==> config.mk <==
export PLATFORM = sky130hd
export DESIGN_NAME = lapd_ovh_tx
export DESIGN_NICKNAME = d
export VERILOG_FILES = /design/src/rtl/lapd_tx_pkg.sv /design/src/rtl/lapd_tx_ser.sv /design/src/rtl/lapd_tx_regs.sv /design/src/rtl/lapd_ovh_tx.sv
export SDC_FILE = /design/constraint.sdc
export NUM_CORES = 1
export LEC_CHECK = 0
export BUFFER_PORTS_ARGS = -buffer_cell sky130_fd_sc_hd__buf_4
export CAP_MARGIN = 20
export CELL_PAD_IN_SITES_DETAIL_PLACEMENT = 0
export CELL_PAD_IN_SITES_GLOBAL_PLACEMENT = 1
export CORE_ASPECT_RATIO = 0.7
export CORE_MARGIN = 8
export CORE_UTILIZATION = 30
export DETAILED_ROUTE_END_ITERATION = 12
export PLACE_DENSITY = 0.48
export SYNTH_ARGS = -nofsm -noshare
export SYNTH_HDL_FRONTEND = slang
export SYNTH_SLANG_ARGS = --single-unit
==> constraint.sdc <==
create_clock -name clk -period 7.6 [get_ports clk]
set_clock_uncertainty 0.2 [all_clocks]
set_input_delay 0.38 -clock clk [delete_from_list [all_inputs] [get_ports clk]]
set_output_delay 0.38 -clock clk [all_outputs]
set_load 0.02 [all_outputs]
==> src/rtl/lapd_tx_pkg.sv <==
package lapd_tx_pkg;

   typedef enum logic [1:0] {
      ST_IDLE  = 2'd0,
      ST_BODY  = 2'd1,
      ST_FCS   = 2'd2,
      ST_CLOSE = 2'd3
   } ser_state_e;

   localparam logic [7:0]  FLAG_BYTE  = 8'h7E;
   localparam logic [15:0] CRC_POLY_R = 16'h8408;
   localparam logic [15:0] CRC_PRESET = 16'hFFFF;
   localparam int          STUFF_RUN  = 5;

   // one bit of the reflected CRC-16 (x^16+x^12+x^5+1)
   function automatic logic [15:0] crc_step(input logic [15:0] c, input logic b);
      logic fb;
      fb = c[0] ^ b;
      return (c >> 1) ^ (fb ? CRC_POLY_R : 16'h0000);
   endfunction

endpackage

==> src/rtl/lapd_tx_ser.sv <==
module lapd_tx_ser
   import lapd_tx_pkg::*;
#(
   parameter int IDX_W = 7,
   parameter int LEN_W = 7
) (
   input  logic             clk,
   input  logic             rst_n,
   input  logic             slot,
   input  logic             go,
   input  logic [LEN_W-1:0] len,
   input  logic [7:0]       byte_in,
   output logic [IDX_W-1:0] byte_idx,
   output logic             accept,
   output logic             done,
   output logic             active,
   output logic             tx_bit
);

   ser_state_e       state;
   logic [3:0]       bit_idx;
   logic [IDX_W-1:0] byte_q;
   logic [2:0]       ones;
   logic [15:0]      crc_q;
   logic [LEN_W-1:0] len_q;
   logic             tx_q;

   logic             stuff;
   logic             body_bit;
   logic             last_byte;
   logic [LEN_W:0]   next_cnt;

   always_comb begin
      stuff     = (state != ST_IDLE) && (ones == 3'(STUFF_RUN));
      body_bit  = (state == ST_BODY) ? byte_in[bit_idx[2:0]] : ~crc_q[bit_idx];
      next_cnt  = (LEN_W+1)'(byte_q) + (LEN_W+1)'(1);
      last_byte = (next_cnt == {1'b0, len_q});
      accept    = slot && (state == ST_IDLE) && (bit_idx == 4'd7) && go;
      done      = slot && (state == ST_CLOSE) && (bit_idx == 4'd7) && !stuff;
   end

   always_ff @(posedge clk or negedge rst_n) begin
      if (!rst_n) begin
         state   <= ST_IDLE;
         bit_idx <= '0;
         byte_q  <= '0;
         ones    <= '0;
         crc_q   <= CRC_PRESET;
         len_q   <= '0;
         tx_q    <= 1'b0;
      end else if (slot) begin
         if (stuff) begin
            tx_q <= 1'b0;
            ones <= '0;
         end else begin
            unique case (state)
               ST_IDLE: begin
                  tx_q <= FLAG_BYTE[bit_idx[2:0]];
                  if (bit_idx == 4'd7) begin
                     bit_idx <= '0;
                     if (go) begin
                        len_q  <= len;
                        byte_q <= '0;
                        crc_q  <= CRC_PRESET;
                        ones   <= '0;
                        state  <= (len == '0) ? ST_FCS : ST_BODY;
                     end
                  end else begin
                     bit_idx <= bit_idx + 4'd1;
                  end
               end
               ST_BODY: begin
                  tx_q  <= body_bit;
                  crc_q <= crc_step(crc_q, body_bit);
                  ones  <= body_bit ? ones + 3'd1 : 3'd0;
                  if (bit_idx == 4'd7) begin
                     bit_idx <= '0;
                     if (last_byte) state  <= ST_FCS;
                     else           byte_q <= byte_q + IDX_W'(1);
                  end else begin
                     bit_idx <= bit_idx + 4'd1;
                  end
               end
               ST_FCS: begin
                  tx_q <= body_bit;
                  ones <= body_bit ? ones + 3'd1 : 3'd0;
                  if (bit_idx == 4'd15) begin
                     bit_idx <= '0;
                     state   <= ST_CLOSE;
                  end else begin
                     bit_idx <= bit_idx + 4'd1;
                  end
               end
               ST_CLOSE: begin
                  tx_q <= FLAG_BYTE[bit_idx[2:0]];
                  if (bit_idx == 4'd7) begin
                     bit_idx <= '0;
                     state   <= ST_IDLE;
                  end else begin
                     bit_idx <= bit_idx + 4'd1;
                  end
               end
               default: state <= ST_IDLE;
            endcase
         end
      end
   end

   assign byte_idx = byte_q;
   assign active   = (state != ST_IDLE);
   assign tx_bit   = tx_q;


   tx_hold_chk: assert property (@(posedge clk) disable iff (!rst_n)
      !slot |=> $stable(tx_bit));


   stuff_zero_chk: assert property (@(posedge clk) disable iff (!rst_n)
      (slot && (state != ST_IDLE) && (ones == 3'(STUFF_RUN))) |=> !tx_bit);

endmodule

==> src/rtl/lapd_tx_regs.sv <==
module lapd_tx_regs #(
   parameter int          AW        = 8,
   parameter int          BUF_BASE  = 'h86,
   parameter int          BUF_DEPTH = 88,
   parameter logic [7:0]  IE_ADDR   = 8'h04,
   parameter logic [7:0]  LEN_ADDR  = 8'h33,
   parameter logic [7:0]  CTRL_ADDR = 8'h34,
   parameter int          IDX_W     = 7,
   parameter int          LEN_W     = 7
) (
   input  logic             clk,
   input  logic             rst_n,
   input  logic             wr,
   input  logic             rd,
   input  logic [AW-1:0]    addr,
   input  logic [7:0]       wdata,
   output logic [7:0]       rdata,
   input  logic [IDX_W-1:0] buf_idx,
   output logic [7:0]       buf_byte,
   input  logic             accept,
   input  logic             done,
   input  logic             ser_busy,
   output logic             start_o,
   output logic [LEN_W-1:0] len_o,
   output logic             irq
);

   localparam logic [AW:0] BASE_X = (AW+1)'(BUF_BASE);
   localparam logic [AW:0] END_X  = (AW+1)'(BUF_BASE + BUF_DEPTH);

   logic [7:0]       mem [BUF_DEPTH];
   logic             bie_rx, bie_tx, bie_sec;
   logic             ie_q, status_q, start_q;
   logic [LEN_W-1:0] len_q;
   logic             busy;
   logic             in_buf;
   logic [AW:0]      off;
   logic             hit_ie, hit_len, hit_ctrl;

   always_comb begin
      in_buf   = ({1'b0, addr} >= BASE_X) && ({1'b0, addr} < END_X);
      off      = {1'b0, addr} - BASE_X;
      hit_ie   = (addr == AW'(IE_ADDR));
      hit_len  = (addr == AW'(LEN_ADDR));
      hit_ctrl = (addr == AW'(CTRL_ADDR));
      busy     = start_q | ser_busy;
   end

   always_ff @(posedge clk) begin
      if (wr && in_buf) mem[off[IDX_W-1:0]] <= wdata;
   end

   always_ff @(posedge clk or negedge rst_n) begin
      if (!rst_n) begin
         bie_rx   <= 1'b0;
         bie_tx   <= 1'b0;
         bie_sec  <= 1'b0;
         ie_q     <= 1'b0;
         status_q <= 1'b0;
         start_q  <= 1'b0;
         len_q    <= '0;
      end else begin
         if (wr && hit_ie) begin
            bie_rx  <= wdata[7];
            bie_tx  <= wdata[1];
            bie_sec <= wdata[0];
         end
         if (wr && hit_len) len_q <= wdata[LEN_W-1:0];
         if (wr && hit_ctrl) ie_q <= wdata[1];
         if (accept)                                 start_q <= 1'b0;
         else if (wr && hit_ctrl && wdata[3] && !busy) start_q <= 1'b1;
         if (done)                status_q <= 1'b1;
         else if (rd && hit_ctrl) status_q <= 1'b0;
      end
   end

   always_comb begin
      rdata = 8'h00;
      if (hit_ie)        rdata = {bie_rx, 5'b0, bie_tx, bie_sec};
      else if (hit_len)  rdata = 8'(len_q);
      else if (hit_ctrl) rdata = {4'b0, start_q, busy, ie_q, status_q};
      else if (in_buf)   rdata = mem[off[IDX_W-1:0]];
   end

   assign buf_byte = mem[buf_idx];
   assign start_o  = start_q;
   assign len_o    = (len_q > LEN_W'(BUF_DEPTH)) ? LEN_W'(BUF_DEPTH) : len_q;
   assign irq      = status_q & ie_q & bie_tx;


   status_set_chk: assert property (@(posedge clk) disable iff (!rst_n)
      done |=> status_q);


   status_clr_chk: assert property (@(posedge clk) disable iff (!rst_n)
      (rd && hit_ctrl && !done) |=> !status_q);


   start_clear_chk: assert property (@(posedge clk) disable iff (!rst_n)
      $fell(start_q) |-> $past(accept));


   start_ignored_chk: assert property (@(posedge clk) disable iff (!rst_n)
      (wr && hit_ctrl && wdata[3] && ser_busy) |=> !start_q);


   busy_fall_chk: assert property (@(posedge clk) disable iff (!rst_n)
      $fell(busy) |-> $past(done));

endmodule

==> src/rtl/lapd_ovh_tx.sv <==
module lapd_ovh_tx #(
   parameter int          AW        = 8,
   parameter int          BUF_BASE  = 'h86,
   parameter int          BUF_DEPTH = 88,
   parameter logic [7:0]  IE_ADDR   = 8'h04,
   parameter logic [7:0]  LEN_ADDR  = 8'h33,
   parameter logic [7:0]  CTRL_ADDR = 8'h34
) (
   input  logic          clk,
   input  logic          rst_n,
   input  logic          reg_wr,
   input  logic          reg_rd,
   input  logic [AW-1:0] reg_addr,
   input  logic [7:0]    reg_wdata,
   output logic [7:0]    reg_rdata,
   input  logic          ovh_slot,
   output logic          ovh_bit,
   output logic          irq
);

   localparam int IDX_W = (BUF_DEPTH > 1) ? $clog2(BUF_DEPTH) : 1;
   localparam int LEN_W = $clog2(BUF_DEPTH + 1);

   generate
      if (BUF_DEPTH < 2 || LEN_W > 8) begin : g_bad_depth
         $error("lapd_ovh_tx: BUF_DEPTH must be 2..255");
      end
      if (BUF_BASE + BUF_DEPTH > (1 << AW)) begin : g_bad_span
         $error("lapd_ovh_tx: buffer exceeds address space");
      end
      if ((int'(IE_ADDR) >= BUF_BASE && int'(IE_ADDR) < BUF_BASE + BUF_DEPTH) ||
          (int'(LEN_ADDR) >= BUF_BASE && int'(LEN_ADDR) < BUF_BASE + BUF_DEPTH) ||
          (int'(CTRL_ADDR) >= BUF_BASE && int'(CTRL_ADDR) < BUF_BASE + BUF_DEPTH)) begin : g_bad_map
         $error("lapd_ovh_tx: control register overlaps buffer");
      end
   endgenerate

   logic [IDX_W-1:0] byte_idx;
   logic [7:0]       byte_val;
   logic [LEN_W-1:0] eff_len;
   logic             accept, done, active, start;

   lapd_tx_regs #(
      .AW(AW), .BUF_BASE(BUF_BASE), .BUF_DEPTH(BUF_DEPTH),
      .IE_ADDR(IE_ADDR), .LEN_ADDR(LEN_ADDR), .CTRL_ADDR(CTRL_ADDR),
      .IDX_W(IDX_W), .LEN_W(LEN_W)
   ) u_regs (
      .clk(clk), .rst_n(rst_n),
      .wr(reg_wr), .rd(reg_rd), .addr(reg_addr), .wdata(reg_wdata), .rdata(reg_rdata),
      .buf_idx(byte_idx), .buf_byte(byte_val),
      .accept(accept), .done(done), .ser_busy(active),
      .start_o(start), .len_o(eff_len), .irq(irq)
   );

   lapd_tx_ser #(.IDX_W(IDX_W), .LEN_W(LEN_W)) u_ser (
      .clk(clk), .rst_n(rst_n),
      .slot(ovh_slot), .go(start), .len(eff_len), .byte_in(byte_val),
      .byte_idx(byte_idx), .accept(accept), .done(done), .active(active),
      .tx_bit(ovh_bit)
   );

endmodule

==> results of run 1 <==
==> cells in the mapped netlist (3+ instances only) <==
cell type  number  share of area, %
and3_1          3             0.052
nand3b_1        4             0.083
nand3_1        20              0.28
nor2b_1        10              0.17
nand2b_1       16              0.28
buf_1          24              0.25
mux4_2        404                25
nand4_1        10              0.17
o22a_1         16              0.39
nor3b_1         3             0.063
nand2_1        97               1.0
o21ai_0        38              0.53
nor2_1        140               1.5
a211oi_1       11              0.23
buf_2          21              0.29
o22ai_1        31              0.54
buf_6           4              0.13
inv_1          14              0.15
nor3_1         18              0.25
clkbuf_1       80              0.83
xnor2_1         7              0.17
o311a_1         3             0.083
nor4_1          7              0.12
ha_1           15              0.52
dfrtp_1        37               2.6
or4_1           3             0.063
a31oi_1         4             0.069
mux2i_1        25              0.69
o31a_1          3             0.073
or3_1           3             0.052
dfstp_2        16               1.2
mux2_2         31              0.97
edfxtp_1      704                59
xor2_1          8              0.19
a21oi_1        43              0.60
a22oi_1        16              0.33
or3b_2          3             0.073
buf_4          10              0.21
o31ai_1         4             0.083
==> power groups by stage <==
stage	Clock (mW)	Combinational, mW	Sequential (mW)
4_1_cts	3.97	1.81	4.75
6_report	3.87	1.79	4.75
5_1_grt	4.10	1.91	4.76
3_3_place_gp	0	1.79	4.83
3_5_place_dp	0	1.80	4.84
2_1_floorplan	0	1.23	4.76
==> critical path, cell delays in order <==
cell	delay (ns)
clkbuf_8	0.51
ha_1	0.46
xor2_4	0.47
buf_4	0.80
mux4_2	0.60
nand2_1	0.12
a21oi_1	0.22
nor3_1	0.59
o21ai_0	0.20
buf_4	0.20
==> sequential cells by signal, summed over array words and instances, names as in the netlist, 2 cells and up <==
name / count
u_regs.mem: 704
u_ser.len_q: 7
u_ser.state: 2
u_regs.len_q: 7
u_ser.crc_q: 16
u_ser.byte_idx: 7
u_ser.ones: 3
u_ser.bit_idx: 4
==> final cells by class <==
class	count	area [sq um]
multi-input combinational	1029	12900
tap	1566	1960
fill	11100	78300
inverter	16	60.1
clock buffer	105	2210
sequential	757	22500
antenna	2	5.00
timing repair buffer	104	951
clock inverter	40	307
==> layer usage <==
metal	vias up	routed length [um]	track usage (%)
met4	0	2370	3.85
met2	1068	51100	25.2
met5	-	0	0
met1	11600	57900	28.1
li1	8305	-	-
met3	127	10900	4.88
==> stage by stage <==
step	power, mW	cell area (sq um)	setup slack [ns]	instances	util, %
floorplan	5.99	36000	3.48	1941	-
global placement	6.63	38100	2.29	3439	31.9
detailed placement	6.63	38200	2.30	3458	32.1
CTS	10.5	40800	2.28	3609	34.2
global route	10.8	40900	2.18	3617	34.3
finish	10.4	40900	2.38	3619	34.3
==> cells by family after synthesis <==
kind of cell | share of synthesized area (%)
XOR/XNOR | 0.490
buffers and inverters | 1.88
multiplexers | 26.9
AO/OA/AOI/OAI | 3.56
adder cells (fa/ha/maj) | 0.521
AND/OR/NAND/NOR | 4.23
flip-flops | 62.4
==> worst max path at each step <==
stage / end / depth (start not counted) / from / slack [ns]
floorplan: reg_rdata[2] / 12 / reg_addr[1] / 3.48
global placement: reg_rdata[5] / 10 / reg_addr[1] / 2.29
detailed placement: reg_rdata[5] / 10 / reg_addr[1] / 2.30
CTS: reg_rdata[5] / 10 / reg_addr[1] / 2.28
global route: reg_rdata[5] / 10 / reg_addr[1] / 2.18
finish: reg_rdata[5] / 10 / reg_addr[1] / 2.38
==> results.yml, run 1 <==
sta:
  setup_violations: 0
  fin_crit_sh_pct: 68.7
  fmax_mhz: 191
  rsz0062_at_grt: "false"
  slew_headroom_pct: 18.2
  worstMarginPinSlew_ns: 1.23
  setup_tns_ns: 0
  finalHoldViolations: 0
  slew_viol_final: 0
  whs_ns: 0.131
  period_needed_ns: 5.22
global_routing:
  grt_pass1_wl_um: 170000
  grt_max_degree: 92
  antenna_found_initial: 9
  globalRouteOverflowTotal: 0
  grt_usage_pct: 18.1
  grt_pass1_vias: 21000
detailed_routing:
  drc: 0
  drtPass1Iterations: 5
  ant_nets: 0
  wl_per_cell_um: 33.8
  wl_um: 122000
  drt_iter0_markers: 2607
  vias: 21100
  vias_per_cell: 5.82
critical_path:
  r2r_slack_ns: 2.97
  end_kind: "output pin"
  crit_fanout: 57
  critPathLaunchType: "input pin"
  ff2ff_path_depth: 11
  required_ns: 7.02
  r2r_end: "u_ser.crc_q[15]"
  worst-setup-path-type: "in -> out"
  r2r-start: "u_ser.byte_idx[2]"
  cp.arrival_ns: 4.64
floorplanning:
  die_x_um: 430
  die_h_um: 306
  initial_core_util_pct: 30.2
  rows: 106
  design.die.area_sq_um: 132000
  ioPinCount: 31
  core_area_sq_um: 119000
min_path:
  hold_class: "in -> async"
synth:
  syn_area_sq_um: 36000
  ys_ff_latch: 757
  avgSynthCellArea_sq_um: 18.6
  async_reset_ff_share_pct: 7.00
  synth-main-ff-cell: "edfxtp_1"
  yosysSeqAreaShare_pct: 62.4
  syn-instance-count: 1941
  synth_nets: 1977
  ys_types: 64
  synth-edff-count: 704
  yosysWarnings: 0
placement:
  portBuffers: 30
  hpwl_um: 78700
  place.gp.congestion: 0.847
cts:
  cts_buffers: 79
  cts_tree: "done"
  htreeDepth: 3
  cts_setup_buffers: 0
  clock_sinks: 757
  cts-root-buf: "clkbuf_16"
  clockBufferDepth: 3
  hold_buffers: 6
  clk_pin_slew_worst_paths_ns: 0.06
  clk_latency_ns: 0.67
  cts-resized-gates: 0
power_and_ir_drop:
  combinationalPowerShare_pct: 17.2
  p_leak_nw: 12.4
  pwr-share-clk_pct: 37.2
  cellInternalPower_mw: 7.59
  p_seq_share_pct: 45.6
  worst_ir_drop_vdd_mv: 0.154
  sw_frac_of_total_pct: 27.1
  power_switching_mw: 2.82
  powerDensity_nw_per_um2: 254
run:
  drv_cap: 0
layout:
  final_common_cell: "edfxtp_1"
  drive_gt1_share_pct: 33.1
  final_cell_mix: "edfxtp_1, mux4_2, nor2_1, nand2_1, clkbuf_16"
  layout.nets: 2023
  syn2layout_area_growth_pct: 13.6
outcome:
  status: "completed"
(Power assumes the default switching activity.)
==> inputs of run 2 (changes only) <==
Clock period 7.6 ns to 5.3 ns, I/O delays scaled along.
==> run 2 against run 1 <==
First-iteration DRC count down 1.0%. Final cell count is 2.6% higher. Cell area up 1.7%. Count of clock-buffer cells in the layout is 4 higher. Setup slack worse by 1.8 ns. Clock power increased by 39%. Critical endpoint is now u_ser.crc_q[15].
==> results.yml, run 2 (synthesis results as in run 1) <==
critical_path:
  critPathLaunchType: "register"
  crit_chain: "buf_12 -> nand2b_1 -> o22ai_1 -> or3_1 -> o311a_1 -> o21ai_0 -> a211oi_1 -> o21ai_0 -> nand4_1 -> nor3b_1"
  max_stage_delay_ns: 0.93
  slowest_stage: "o21ai_0"
  crit_top_cell: "o21ai_0"
  crit_fanout: 38
  end_kind: "register"
  required_ns: 5.68
  worst-setup-path-type: "reg -> reg"
  cp.arrival_ns: 5.06
power_and_ir_drop:
  power_switching_mw: 4.05
  p_leak_nw: 12.8
  cellInternalPower_mw: 10.8
  sw_frac_of_total_pct: 27.3
  p_seq_share_pct: 45.8
  powerDensity_nw_per_um2: 356
  pwr-share-clk_pct: 36.3
  worst_ir_drop_vdd_mv: 0.212
  combinationalPowerShare_pct: 17.9
sta:
  finalHoldViolations: 0
  setup_violations: 0
  setup_tns_ns: 0
  period_needed_ns: 4.68
  fmax_mhz: 214
  slew_headroom_pct: 24.5
  fin_crit_sh_pct: 88.3
  rsz0062_at_grt: "false"
  slew_viol_final: 0
  worstMarginPinSlew_ns: 1.12
cts:
  htreeDepth: 3
  cts_buffers: 77
  clockBufferDepth: 3
  cts-root-buf: "clkbuf_16"
  cts_tree: "done"
  cts-resized-gates: 0
  clk_latency_ns: 0.67
  clk_pin_slew_worst_paths_ns: 0.06
  cts_setup_buffers: 0
  clock_sinks: 757
floorplanning:
  die_h_um: 306
  initial_core_util_pct: 30.2
  rows: 106
  ioPinCount: 31
  design.die.area_sq_um: 132000
  die_x_um: 430
  core_area_sq_um: 119000
min_path:
  hold_class: "in -> async"
layout:
  final_cell_mix: "edfxtp_1, mux4_2, buf_4, nor2_1, nand2_1"
  layout.nets: 2120
  fillers: 11100
  regArea_sq_um: 22500
  final_common_cell: "edfxtp_1"
  largest_reg_flops: 704
  syn2layout_area_growth_pct: 15.5
  fin_util_pct: 34.9
  drive_gt1_share_pct: 35.7
  multi_input_area_sq_um: 12900
global_routing:
  grt_use_met1_pct: 28.7
  grt_pass1_wl_um: 173000
  antenna_found_initial: 6
  met3_usage_pct: 5.33
  globalRouteOverflowTotal: 0
  grt_max_degree: 91
  gr-max-usage-layer: "met1"
  grt_pass1_vias: 21200
  grtUsageMet2_pct: 25.3
  grt_usage_pct: 18.3
detailed_routing:
  wl_per_cell_um: 33.2
  drt_iter0_markers: 2580
  drtPass1Iterations: 5
  vias: 21300
  drc: 0
  vias_per_cell: 5.75
  ant_nets: 0
  wl_um: 123000
run:
  drv_cap: 0
placement:
  place.gp.congestion: 0.821
  portBuffers: 30
  hpwl_um: 81800
outcome:
  status: "completed"
==> run 2: cell count changes in the layout (fill, tap and decap cells not counted), sizes merged <==
cell         before  now
dlygate4sd3       7    9
bufinv            4    5
clkinvlp          4    2
inv              15   17
clkbuf          106  110
clkinv           33   24
buf              96  193
==> run 2: per-layer routing <==
layer	vias up	wire [um]
met1	11800	58600
met4	0	1460
met2	974	51600
li1	8481	-
met3	103	11600
met5	-	0
==> run 2: through the flow <==
step	area [sq um]	power, mW	hold WS, ns	setup WS [ns]	cells
2_1_floorplan	36000	8.58	-0.231	1.41	1941
3_3_place_gp	39100	9.59	0.179	0.502	3562
3_5_place_dp	39100	9.59	0.191	0.574	3562
4_1_cts	41600	15.0	0.00561	0.551	3712
5_1_grt	41600	15.4	0.0490	0.354	3712
6_report	41600	14.8	0.0143	0.620	3714
==> run 2: area by class of cell <==
cell class              instances  share of cell area, %
diodes                          2                 0.0120
multi-input cells            1029                   31.1
flip-flops and latches        757                   54.1
clock buffers                 109                   4.94
clock inverters                32                  0.842
well taps                    1566                   4.71
inverters                      16                  0.144
repair buffers                203                   4.20
==> run 2: power groups by stage <==
stage	clock (mW)	sequential, mW	combinational, mW
4_1_cts	5.51	6.80	2.69
6_report	5.39	6.79	2.66
2_1_floorplan	0	6.82	1.76
3_3_place_gp	0	6.92	2.67
3_5_place_dp	0	6.92	2.67
5_1_grt	5.73	6.81	2.84
==> run 2: what timing repair did <==
item                                   4_1_cts  5_1_grt
hold buffers                                 9        0
endpoints found under the hold margin      150        0
setup endpoints to repair                    0        0
==> run 2: worst paths after layout <==
kind                                    from                end  slack, ns  depth (start not counted)
max                        u_ser.byte_idx[0]    u_ser.crc_q[15]       0.62                         10
min                                    rst_n     u_ser.state[1]       0.01                          2
max reg2reg                u_ser.byte_idx[0]    u_ser.crc_q[15]       0.62                         10
min reg2reg                   u_ser.len_q[2]     u_ser.len_q[2]       0.31                          2
max in group asynchronous              rst_n  u_ser.byte_idx[1]       4.31                          2
min in group clk                reg_wdata[4]  u_regs.mem[68][4]       0.02                          1
==> run 2: critical path, delay by kind of cell, from the launching register on <==
kind | cells | cell delay (ns)
compound gates | 5 | 2.11
simple gates | 4 | 1.06
flops | 1 | 0.77
buf+inv | 1 | 0.36
